$ cat config.mk
export PLATFORM = sky130hd
export DESIGN_NAME = rxerr_tally
export DESIGN_NICKNAME = d
export VERILOG_FILES = /design/src/rtl/rxerr_pkg.sv /design/src/rtl/rxerr_cnt.sv /design/src/rtl/rxerr_ovf.sv /design/src/rtl/rxerr_rdmux.sv /design/src/rtl/rxerr_tally.sv
export SDC_FILE = /design/constraint.sdc
export NUM_CORES = 1
export LEC_CHECK = 0
export ABC_AREA = 1
export BUFFER_PORTS_ARGS = -buffer_cell sky130_fd_sc_hd__buf_4
export CAP_MARGIN = 20
export CORE_ASPECT_RATIO = 1.1
export CORE_UTILIZATION = 30
export DETAILED_ROUTE_END_ITERATION = 10
export PLACE_DENSITY_LB_ADDON = 0.05
export SLEW_MARGIN = 30
export SYNTH_ARGS = -nofsm -noshare
export SYNTH_HDL_FRONTEND = slang
export SYNTH_HIERARCHICAL = 1
export SYNTH_SLANG_ARGS = --single-unit
$ cat constraint.sdc
create_clock -name clk -period 1.1 [get_ports clk]
set_input_delay 0.11 -clock clk [delete_from_list [all_inputs] [get_ports clk]]
set_output_delay 0.11 -clock clk [all_outputs]
set_load 0.05 [all_outputs]
$ cat src/rtl/rxerr_pkg.sv
package rxerr_pkg;
  localparam int unsigned REG_AW   = 8;
  localparam int unsigned REG_DW   = 32;
  localparam int unsigned TALLY_W  = 4;
  localparam int unsigned N_TALLY  = 3;
  localparam logic [REG_AW-1:0] TALLY_BASE = 8'h20;
  localparam logic [REG_AW-1:0] STAT_OFS   = 8'h04;
  localparam int unsigned OVF_BIT  = 9;
  localparam int unsigned IDX_CRC   = 0;
  localparam int unsigned IDX_ALIGN = 1;
  localparam int unsigned IDX_MISS  = 2;
endpackage

$ cat src/rtl/rxerr_cnt.sv
module rxerr_cnt #(
  parameter int unsigned W = 4
) (
  input  logic         clk,
  input  logic         rst_n,
  input  logic         ev,
  input  logic         rd_clr,
  output logic [W-1:0] cnt,
  output logic         wrap
);
  localparam logic [W-1:0] CNT_MAX = {W{1'b1}};
  localparam logic [W-1:0] CNT_ONE = {{(W-1){1'b0}}, 1'b1};

  logic [W-1:0] cnt_q, cnt_d;
  logic         cnt_en;

  always_comb begin
    cnt_en = ev | rd_clr;
    cnt_d  = cnt_q;
    if (rd_clr) begin
      cnt_d = ev ? CNT_ONE : '0;
    end else if (ev) begin
      cnt_d = cnt_q + CNT_ONE;
    end
  end

  always_ff @(posedge clk or negedge rst_n) begin
    if (!rst_n) begin
      cnt_q <= '0;
    end else if (cnt_en) begin
      cnt_q <= cnt_d;
    end
  end

  assign cnt  = cnt_q;
  assign wrap = ev & ~rd_clr & (cnt_q == CNT_MAX);

  AST_CNT_STEP: assert property (@(posedge clk) disable iff (!rst_n)
    (ev && !rd_clr) |=> (cnt == $past(cnt) + CNT_ONE));
  AST_CNT_IDLE: assert property (@(posedge clk) disable iff (!rst_n)
    (!ev && !rd_clr) |=> $stable(cnt));
  AST_CNT_CLEARED: assert property (@(posedge clk) disable iff (!rst_n)
    (rd_clr && !ev) |=> (cnt == '0));
  AST_RD_AND_EV: assert property (@(posedge clk) disable iff (!rst_n)
    (rd_clr && ev) |=> (cnt == CNT_ONE));
endmodule

$ cat src/rtl/rxerr_ovf.sv
module rxerr_ovf #(
  parameter int unsigned N = 3
) (
  input  logic         clk,
  input  logic         rst_n,
  input  logic [N-1:0] wrap,
  input  logic         clr_req,
  output logic         flag
);
  logic flag_q, flag_d, set_any;

  always_comb begin
    set_any = |wrap;
    flag_d  = flag_q;
    if (set_any) begin
      flag_d = 1'b1;
    end else if (clr_req) begin
      flag_d = 1'b0;
    end
  end

  always_ff @(posedge clk or negedge rst_n) begin
    if (!rst_n) begin
      flag_q <= 1'b0;
    end else begin
      flag_q <= flag_d;
    end
  end

  assign flag = flag_q;

  AST_OVF_SET: assert property (@(posedge clk) disable iff (!rst_n)
    (|wrap) |=> flag);
  AST_OVF_STICKY: assert property (@(posedge clk) disable iff (!rst_n)
    (flag && !clr_req) |=> flag);
  AST_OVF_CLEAR: assert property (@(posedge clk) disable iff (!rst_n)
    (clr_req && !(|wrap)) |=> !flag);
  AST_OVF_NO_SPURIOUS: assert property (@(posedge clk) disable iff (!rst_n)
    (!flag && !(|wrap)) |=> !flag);
endmodule

$ cat src/rtl/rxerr_rdmux.sv
module rxerr_rdmux
  import rxerr_pkg::*;
#(
  parameter int unsigned N  = N_TALLY,
  parameter int unsigned W  = TALLY_W,
  parameter int unsigned AW = REG_AW,
  parameter int unsigned DW = REG_DW
) (
  input  logic                clk,
  input  logic                rst_n,
  input  logic                rd_en,
  input  logic [AW-1:0]       rd_addr,
  input  logic [N-1:0][W-1:0] cnts,
  input  logic                flag,
  output logic [N-1:0]        rd_clr,
  output logic [DW-1:0]       rd_data
);
  logic [N-1:0]  hit;
  logic          stat_hit;
  logic [DW-1:0] data_d, data_q;

  for (genvar i = 0; i < N; i++) begin : g_dec
    localparam logic [AW-1:0] OFS = AW'(TALLY_BASE + AW'(4 * i));
    assign hit[i]    = (rd_addr == OFS);
    assign rd_clr[i] = rd_en & hit[i];
  end

  assign stat_hit = (rd_addr == STAT_OFS);

  always_comb begin
    data_d = '0;
    for (int i = 0; i < N; i++) begin
      if (hit[i]) begin
        data_d[W-1:0] = cnts[i];
      end
    end
    if (stat_hit) begin
      data_d[OVF_BIT] = flag;
    end
  end

  always_ff @(posedge clk or negedge rst_n) begin
    if (!rst_n) begin
      data_q <= '0;
    end else if (rd_en) begin
      data_q <= data_d;
    end
  end

  assign rd_data = data_q;

  AST_CLR_ONEHOT: assert property (@(posedge clk) disable iff (!rst_n)
    $onehot0(rd_clr));
  AST_TALLY_UPPER_ZERO: assert property (@(posedge clk) disable iff (!rst_n)
    (|rd_clr) |=> (rd_data[DW-1:W] == '0));
  AST_RD_HOLD: assert property (@(posedge clk) disable iff (!rst_n)
    !rd_en |=> $stable(rd_data));
  for (genvar i = 0; i < N; i++) begin : g_chk
    AST_RD_VALUE: assert property (@(posedge clk) disable iff (!rst_n)
      rd_clr[i] |=> (rd_data[W-1:0] == $past(cnts[i])));
  end
endmodule

$ cat src/rtl/rxerr_tally.sv
module rxerr_tally
  import rxerr_pkg::*;
(
  input  logic              clk,
  input  logic              rst_n,
  input  logic              ev_crc,
  input  logic              ev_align,
  input  logic              ev_miss,
  input  logic              rd_en,
  input  logic [REG_AW-1:0] rd_addr,
  output logic [REG_DW-1:0] rd_data,
  input  logic              wr_en,
  input  logic [REG_AW-1:0] wr_addr,
  input  logic [REG_DW-1:0] wr_data,
  output logic              ovf_irq
);
  logic [N_TALLY-1:0]              ev_vec;
  logic [N_TALLY-1:0]              clr_vec;
  logic [N_TALLY-1:0]              wrap_vec;
  logic [N_TALLY-1:0][TALLY_W-1:0] cnt_vec;
  logic                            flag_clr;
  logic                            flag;
  logic                            unused_wr_bits;

  assign ev_vec[IDX_CRC]   = ev_crc;
  assign ev_vec[IDX_ALIGN] = ev_align;
  assign ev_vec[IDX_MISS]  = ev_miss;

  for (genvar i = 0; i < N_TALLY; i++) begin : g_tally
    rxerr_cnt #(.W(TALLY_W)) i_cnt (
      .clk    (clk),
      .rst_n  (rst_n),
      .ev     (ev_vec[i]),
      .rd_clr (clr_vec[i]),
      .cnt    (cnt_vec[i]),
      .wrap   (wrap_vec[i])
    );
  end

  assign flag_clr       = wr_en & (wr_addr == STAT_OFS) & wr_data[OVF_BIT];
  assign unused_wr_bits = ^{wr_data[REG_DW-1:OVF_BIT+1], wr_data[OVF_BIT-1:0]};

  rxerr_ovf #(.N(N_TALLY)) i_ovf (
    .clk     (clk),
    .rst_n   (rst_n),
    .wrap    (wrap_vec),
    .clr_req (flag_clr),
    .flag    (flag)
  );

  rxerr_rdmux #(
    .N  (N_TALLY),
    .W  (TALLY_W),
    .AW (REG_AW),
    .DW (REG_DW)
  ) i_rdmux (
    .clk     (clk),
    .rst_n   (rst_n),
    .rd_en   (rd_en),
    .rd_addr (rd_addr),
    .cnts    (cnt_vec),
    .flag    (flag),
    .rd_clr  (clr_vec),
    .rd_data (rd_data)
  );

  assign ovf_irq = flag;

  AST_STAT_READ: assert property (@(posedge clk) disable iff (!rst_n)
    (rd_en && rd_addr == STAT_OFS) |=> (rd_data == (REG_DW'(ovf_irq) << OVF_BIT)) || $changed(ovf_irq));
  AST_RIPPLE_FREE: assert property (@(posedge clk) disable iff (!rst_n)
    (ev_vec == '0 && !rd_en) |=> $stable(cnt_vec));
endmodule

== Yosys cells after proc, flatten, opt, wreduce, memory -nomap -nowiden ==
Cells that the tools add are included.

* Register bits: 18
* Output and inout port bits: 33
* Word-level logic and storage cells: 56

* $add $sub $neg: 3
* Equality and inequality tests: 8
* Muxes and demuxes: 15
* Bitwise operators: 17
* Reductions and logical operators: 8

{| class="wikitable"
|+ Operators by type and width
! cell !! number
|-
| $mux 4 || 9
|-
| $eq 8x6->1 const B || 3
|-
| $eq 8x3->1 const B || 2
|-
| $add 4x1->4 const B || 3
|-
| $eq 4x4->1 const B || 3
|-
| $and 1x1->1 || 11
|-
| $reduce_bool 2->1 || 4
|-
| $mux 1 || 6
|-
| $reduce_and 2->1 || 3
|-
| $not 1->1 || 3
|-
| $or 1x1->1 || 3
|-
| $reduce_or 3->1 || 1
|}

== Longest topological paths before layout ==
* Depth in word-level cells: 7
* Depth in mapped cells: 11
* Mapped depth without buffers: 10

== Modules after synthesis ==
The synthesis kept the hierarchy.

{| class="wikitable"
|+ Modules (own cells, without submodules)
! module !! instances !! cells each !! area each (µm²)
|-
| rxerr_rdmux || 1 || 98 || 655.6
|-
| rxerr_cnt at g_tally[1].i_cnt ... || 2 || 25 || 205.2
|-
| rxerr_cnt at g_tally[0].i_cnt || 1 || 25 || 201.4
|-
| rxerr_ovf || 1 || 6 || 45.0
|-
| rxerr_tally || 1 || 7 || 30.0
|}

== Worst setup path before layout ==
No wires, ideal clock.

* Path kind: input to register
* From: in rd_addr[6]
* To: reg i_ovf.flag_q, in the netlist i_ovf/flag
* Library setup time: 0.126 ns
* Arrival: 0.982 ns
* Data required time: 0.974 ns
* Path slack: -0.008 ns
* Stages on the path: 11
* Buffers on the path: 1
* Cells stage by stage: inv_1 -> nand2_1 -> nor2_4 -> buf_6 -> nand2_1 -> nor2_1 -> inv_1 -> nand2_1 -> nor3b_1 -> nor2_1 -> nand3_1

* Cells in the longest elaborated chain, start to end: 7

{| class="wikitable"
|+ Ends and longest elaborated chain
! what !! line !! text
|-
| start, declared || rxerr_tally.sv:10 || <nowiki>input logic [REG_AW-1:0] rd_addr,</nowiki>
|-
| $eq 8x6->1 * || rxerr_rdmux.sv:24 || <nowiki>assign hit[i] = (rd_addr == OFS);</nowiki>
|-
| $and 1x1->1 * || rxerr_rdmux.sv:25 || <nowiki>assign rd_clr[i] = rd_en & hit[i];</nowiki>
|-
| net clr_vec[1] || rxerr_tally.sv:18 || <nowiki>logic [N_TALLY-1:0] clr_vec;</nowiki>
|-
| $not 1->1 * || rxerr_cnt.sv:36 || <nowiki>assign wrap = ev & ~rd_clr & (cnt_q == CNT_MAX);</nowiki>
|-
| $and 1x1->1 * (2 in series) || rxerr_cnt.sv:36 ||
|-
| net wrap_vec[1] || rxerr_tally.sv:19 || <nowiki>logic [N_TALLY-1:0] wrap_vec;</nowiki>
|-
| $reduce_or 3->1 * || rxerr_ovf.sv:13 || <nowiki>set_any = |wrap;</nowiki>
|-
| $mux 1 or $reduce_bool 2->1 (tied branches) || -- ||
|-
| end signal, assigned || rxerr_ovf.sv:26 || <nowiki>flag_q <= flag_d;</nowiki>
|-
| end, declared || rxerr_ovf.sv:10 || <nowiki>logic flag_q, flag_d, set_any;</nowiki>
|}

Mark *: on every way through the listed nets, which the timed path passes. The rest lies on a longest branch.
A chain may end at the register's enable or synchronous reset.

== Worst setup path in the final report ==
* From: reg g_tally[0].i_cnt.cnt_q[0]
* To: reg i_ovf.flag_q, in the netlist i_ovf/flag

* Cells in the longest elaborated chain, start to end: 4

{| class="wikitable"
|+ Ends and longest elaborated chain
! what !! line !! text
|-
| start, declared || rxerr_cnt.sv:14 || <nowiki>logic [W-1:0] cnt_q, cnt_d;</nowiki>
|-
| start signal, assigned || rxerr_cnt.sv:31 || <nowiki>cnt_q <= cnt_d;</nowiki>
|-
| $eq 4x4->1 * || rxerr_cnt.sv:36 ||
|-
| $and 1x1->1 * || rxerr_cnt.sv:36 ||
|-
| net wrap_vec[0] || rxerr_tally.sv:19 ||
|-
| $reduce_or 3->1 * || rxerr_ovf.sv:13 ||
|-
| $mux 1 or $reduce_bool 2->1 (tied branches) || -- ||
|}

Marks and branches as above.

==> report_table.html <==
<table>
<tr><th>Metric</th><th>Value</th></tr>
<tr><th colspan="2">Floorplan</th></tr>
<tr><td>I/O pin count</td><td>88</td></tr>
<tr><td>Die width</td><td>65.8 um</td></tr>
<tr><td>Core Rows</td><td>25</td></tr>
<tr><td>Effective utilization at floorplan</td><td>31.3%</td></tr>
<tr><td>Area of the die</td><td>0.00475 mm^2</td></tr>
<tr><td>Height of the die</td><td>72.2 um</td></tr>
<tr><td>Core area</td><td>0.00429 mm^2</td></tr>
<tr><th colspan="2">Placement</th></tr>
<tr><td>DPL Wire Length</td><td>2350 um</td></tr>
<tr><td>Cell Count Post-Placement</td><td>285</td></tr>
<tr><td>Weighted congestion reported at the end of routability-driven placement</td><td>0.751</td></tr>
<tr><td>Count of port buffers added during placement</td><td>29</td></tr>
<tr><th colspan="2">Clock network</th></tr>
<tr><td>Clk pin slew, worst setup/hold paths</td><td>80 ps</td></tr>
<tr><td>Root buffer cell</td><td>sky130_fd_sc_hd__clkbuf_8</td></tr>
<tr><td>H-tree depth</td><td>1</td></tr>
<tr><td>Total setup buffers inserted after CTS</td><td>0</td></tr>
<tr><td>TritonCTS buffer count</td><td>3</td></tr>
<tr><td>TritonCTS clock tree</td><td>built</td></tr>
<tr><td>Worst skew pair latency</td><td>260 ps</td></tr>
<tr><td>Number of clock sinks</td><td>18</td></tr>
<tr><td>Maximum clock path buffer count</td><td>2</td></tr>
<tr><th colspan="2">Route</th></tr>
<tr><td>Met1 wire length</td><td>1360 um</td></tr>
<tr><td>Count of routing violations after the opening detailed-route iteration</td><td>20</td></tr>
<tr><td>Routed length on met3</td><td>177 um</td></tr>
<tr><td>Total met2 wirelength after detailed routing</td><td>1320 um</td></tr>
<tr><td>Post-DR vias/cell</td><td>4.09</td></tr>
<tr><td>Overall via count from detail_route</td><td>1185</td></tr>
<tr><td>Router iterations before antenna repair</td><td>4</td></tr>
<tr><td>Post-detailed-routing wire length</td><td>2910 um</td></tr>
<tr><td>Final ANT Viol Nets</td><td>0</td></tr>
<tr><td>Number of remaining DRC errors</td><td>0</td></tr>
<tr><td>Routed len/inst</td><td>10.0 um</td></tr>
<tr><td>Max Used Layer</td><td>met4</td></tr>
<tr><th colspan="2">Yosys</th></tr>
<tr><td>Unique cell type count in the Yosys netlist</td><td>23</td></tr>
<tr><td>Share of Yosys cell area claimed by the top area cell type</td><td>33.6%</td></tr>
<tr><td>Sequential fraction of the synthesis area</td><td>33.6%</td></tr>
<tr><td>Mean post-synth cell area</td><td>7.22 um^2</td></tr>
<tr><td>Yosys reg bits</td><td>18</td></tr>
<tr><td>Number of instances in the synthesized netlist</td><td>186</td></tr>
<tr><td>Total standard cell area after synthesis</td><td>0.00134 mm^2</td></tr>
<tr><td>Cell types with the largest area share after synthesis</td><td>sky130_fd_sc_hd__dfrtp_1 (34%), sky130_fd_sc_hd__buf_4 (15%), sky130_fd_sc_hd__nand2_1 (12%), sky130_fd_sc_hd__nand3_1 (6.0%), sky130_fd_sc_hd__inv_1 (5.9%)</td></tr>
<tr><td>Count of yosys warnings during synthesis</td><td>6</td></tr>
<tr><td>Most area-hungry cell type in the Yosys netlist</td><td>sky130_fd_sc_hd__dfrtp_1</td></tr>
<tr><th colspan="2">Power</th></tr>
<tr><td>Portion of total power attributed to the clock network</td><td>19.1%</td></tr>
<tr><td>Reg power frac</td><td>37.8%</td></tr>
<tr><td>Static leakage</td><td>0.956 nW</td></tr>
<tr><td>Sw power</td><td>0.00119 W</td></tr>
<tr><td>Share of total power in combinational logic</td><td>43.1%</td></tr>
<tr><td>Switching fraction of total power</td><td>40.6%</td></tr>
<tr><td>Power density over cell area</td><td>1660 mW/mm^2</td></tr>
<tr><td>Max VDD drop</td><td>0.000785 V</td></tr>
<tr><td>Internal</td><td>0.00173 W</td></tr>
<tr><th colspan="2">STA</th></tr>
<tr><td>Final hold violation count</td><td>0</td></tr>
<tr><td>Number of pins with negative max-slew slack in the final report</td><td>0</td></tr>
<tr><td>Fmax</td><td>990 MHz</td></tr>
<tr><td>RSZ-0062 raised after global routing</td><td>yes</td></tr>
<tr><td>Summed negative setup slack over all endpoints</td><td>0 ps</td></tr>
<tr><td>Worst-case clock skew</td><td>8.29 ps</td></tr>
<tr><td>Final min period</td><td>1010 ps</td></tr>
<tr><td>Tcrit/Tclk final</td><td>91.8%</td></tr>
<tr><td>Final setup violating endpoints</td><td>0</td></tr>
<tr><th colspan="2">Critical path</th></tr>
<tr><td>Reg-to-reg setup timing slack</td><td>90 ps</td></tr>
<tr><td>Largest fanout on the critical path</td><td>2</td></tr>
<tr><td>WP data arrival</td><td>1160 ps</td></tr>
<tr><td>Crit. End Element</td><td>flop</td></tr>
<tr><td>Worst Setup Start Kind</td><td>flop</td></tr>
<tr><td>Crit Path Category</td><td>flop to flop</td></tr>
<tr><td>Required time of the critical path</td><td>1250 ps</td></tr>
<tr><th colspan="2">Global route</th></tr>
<tr><td>Pin count of the biggest net entering global routing</td><td>19</td></tr>
<tr><td>Total global-route track usage</td><td>13.7%</td></tr>
<tr><td>Total grt overflow</td><td>0</td></tr>
<tr><td>Number of global-route vias before repair</td><td>1119</td></tr>
<tr><td>First-pass GRT wire length</td><td>4930 um</td></tr>
<tr><td>Antenna violations before repair</td><td>0</td></tr>
<tr><th colspan="2">Flow run</th></tr>
<tr><td>Count of max-cap constraint violations</td><td>0</td></tr>
<tr><th colspan="2">Cells and area</th></tr>
<tr><td>Share of the core filled with cells in the final layout</td><td>41.0%</td></tr>
<tr><td>Final antenna diode count</td><td>0</td></tr>
<tr><td>Number of standard cells in the final layout excluding fillers</td><td>290</td></tr>
<tr><td>Share of post-route cells with drive strength above 1</td><td>30.9%</td></tr>
<tr><td>Nets@finish</td><td>295</td></tr>
<tr><td>Area grow syn2layout</td><td>30.8%</td></tr>
<tr><td>Filler Cell Count</td><td>448</td></tr>
<tr><th colspan="2">Worst hold path</th></tr>
<tr><td>Tightest Hold Check Type</td><td>primary input to flop</td></tr>
<tr><th colspan="2">Run status</th></tr>
<tr><td>Result of the run</td><td>finished clean</td></tr>
</table>
==> final timing paths <==
| check | start | endpoint | cells past startpoint |
|---|---|---|---|
| setup / recovery | g_tally[0].i_cnt/cnt[0] | i_ovf/flag | 5 |
| hold / removal | ev_miss | g_tally[2].i_cnt/cnt[0] | 2 |
| setup reg to reg | g_tally[0].i_cnt/cnt[0] | i_ovf/flag | 5 |
| hold reg to reg | i_rdmux/rd_data[0] | i_rdmux/rd_data[0] | 2 |
| max in group asynchronous | rst_n | i_rdmux/rd_data[3] | 2 |
| min in group asynchronous | rst_n | g_tally[1].i_cnt/cnt[1] | 2 |
==> routing by layer <==
layer  global-route usage [%]  up-vias
li1                         -      620
met1                     17.6      515
met2                     22.6       46
met3                     2.52        4
met4                     5.07        0
met5                        0        -
==> power by group through the flow <==
| stage | combinational (W) | clock (W) | sequential [W] |
|---|---|---|---|
| 4_1_cts | 0.00125 | 0.000587 | 0.00110 |
| 2_1_floorplan | 0.000873 | 0 | 0.00114 |
| 3_5_place_dp | 0.00124 | 0 | 0.00111 |
| 6_report | 0.00126 | 0.000557 | 0.00110 |
| 5_1_grt | 0.00144 | 0.000609 | 0.00114 |
| 3_3_place_gp | 0.00121 | 0 | 0.00111 |
==> critical path: stages (launching register included) <==
cell,delay [ps]
sky130_fd_sc_hd__dfrtp_1,390
sky130_fd_sc_hd__ha_1,210
sky130_fd_sc_hd__nand3_1,80
sky130_fd_sc_hd__nor3_1,50
sky130_fd_sc_hd__nor2_1,90
sky130_fd_sc_hd__nand3_1,80
==> registers in the layout (all words and copies together) (netlist names) <==
signal	cells
i_ovf/flag	1
g_tally.i_cnt/cnt	12
i_rdmux/rd_data	5
==> per-stage QoR <==
| step | setup slack (ps) | area [um^2] | power [W] | hold WS (ps) |
|---|---|---|---|---|
| finish | 90.3 | 1760 | 0.00292 | 68.8 |
| global route | -7.95 | 1760 | 0.00318 | 70.2 |
| CTS | 59.9 | 1740 | 0.00294 | 64.0 |
| detailed placement | -153 | 1680 | 0.00235 | 4.46 |
| global placement | -158 | 1680 | 0.00232 | 1.09 |
| floorplan | 0.375 | 1470 | 0.00201 | -186 |
==> synth_stat cells (all sizes together) <==
library cell	count
nand2	47
xnor2	3
ha	3
clkinv	1
buf	28
nor3b	2
nor2	27
o21ai	4
a21oi	6
nand3	16
nand3b	4
conb	1
nand4	1
nor3	2
dfrtp	18
inv	23
==> cell usage in the layout (no fill, tap or decap), drive strengths merged <==
| cell | instances |
|---|---|
| dlygate4sd3 | 1 |
| dfrtp | 18 |
| nand3b | 4 |
| o21ai | 4 |
| a21oi | 6 |
| nor3b | 2 |
| nand2 | 47 |
| conb | 27 |
| nand4 | 1 |
| clkinv | 1 |
| buf | 47 |
| nor3 | 2 |
| nor2 | 27 |
| clkbuf | 4 |
| ha | 3 |
| nand3 | 16 |
| xnor2 | 3 |
| inv | 23 |
==> cell families (layout without fill, tap and decap cells) <==
logic type / Yosys count / after routing / synth area share (%)
AO/OA/AOI/OAI: 10 / 10 / 3.73
flip-flops: 18 / 18 / 33.6
buffers and inverters: 52 / 76 / 22.6
adder cells (fa/ha/maj): 3 / 3 / 2.80
other: 1 / 27 / 0.279
AND/OR/NAND/NOR: 99 / 99 / 35.0
XOR/XNOR: 3 / 3 / 1.96
==> final cells by class <==
| class | instances | area, um^2 | area share, % |
|---|---|---|---|
| Clock buffer | 4 | 55.1 | 3.13 |
| Inverter | 24 | 108 | 6.13 |
| Multi-Input combinational cell | 142 | 713 | 40.6 |
| Sequential cell | 18 | 450 | 25.6 |
| Tap cell | 54 | 67.6 | 3.85 |
| Timing Repair Buffer | 48 | 363 | 20.7 |
==> what timing repair did <==
action / 4_1_cts / 5_1_grt
setup endpoints to repair: 0 / 1
resized for setup: 0 / 5
hold endpoints to repair: 18 / 0
hold buffers: 1 / 0
Note: power is estimated with default switching activity, not from simulation.
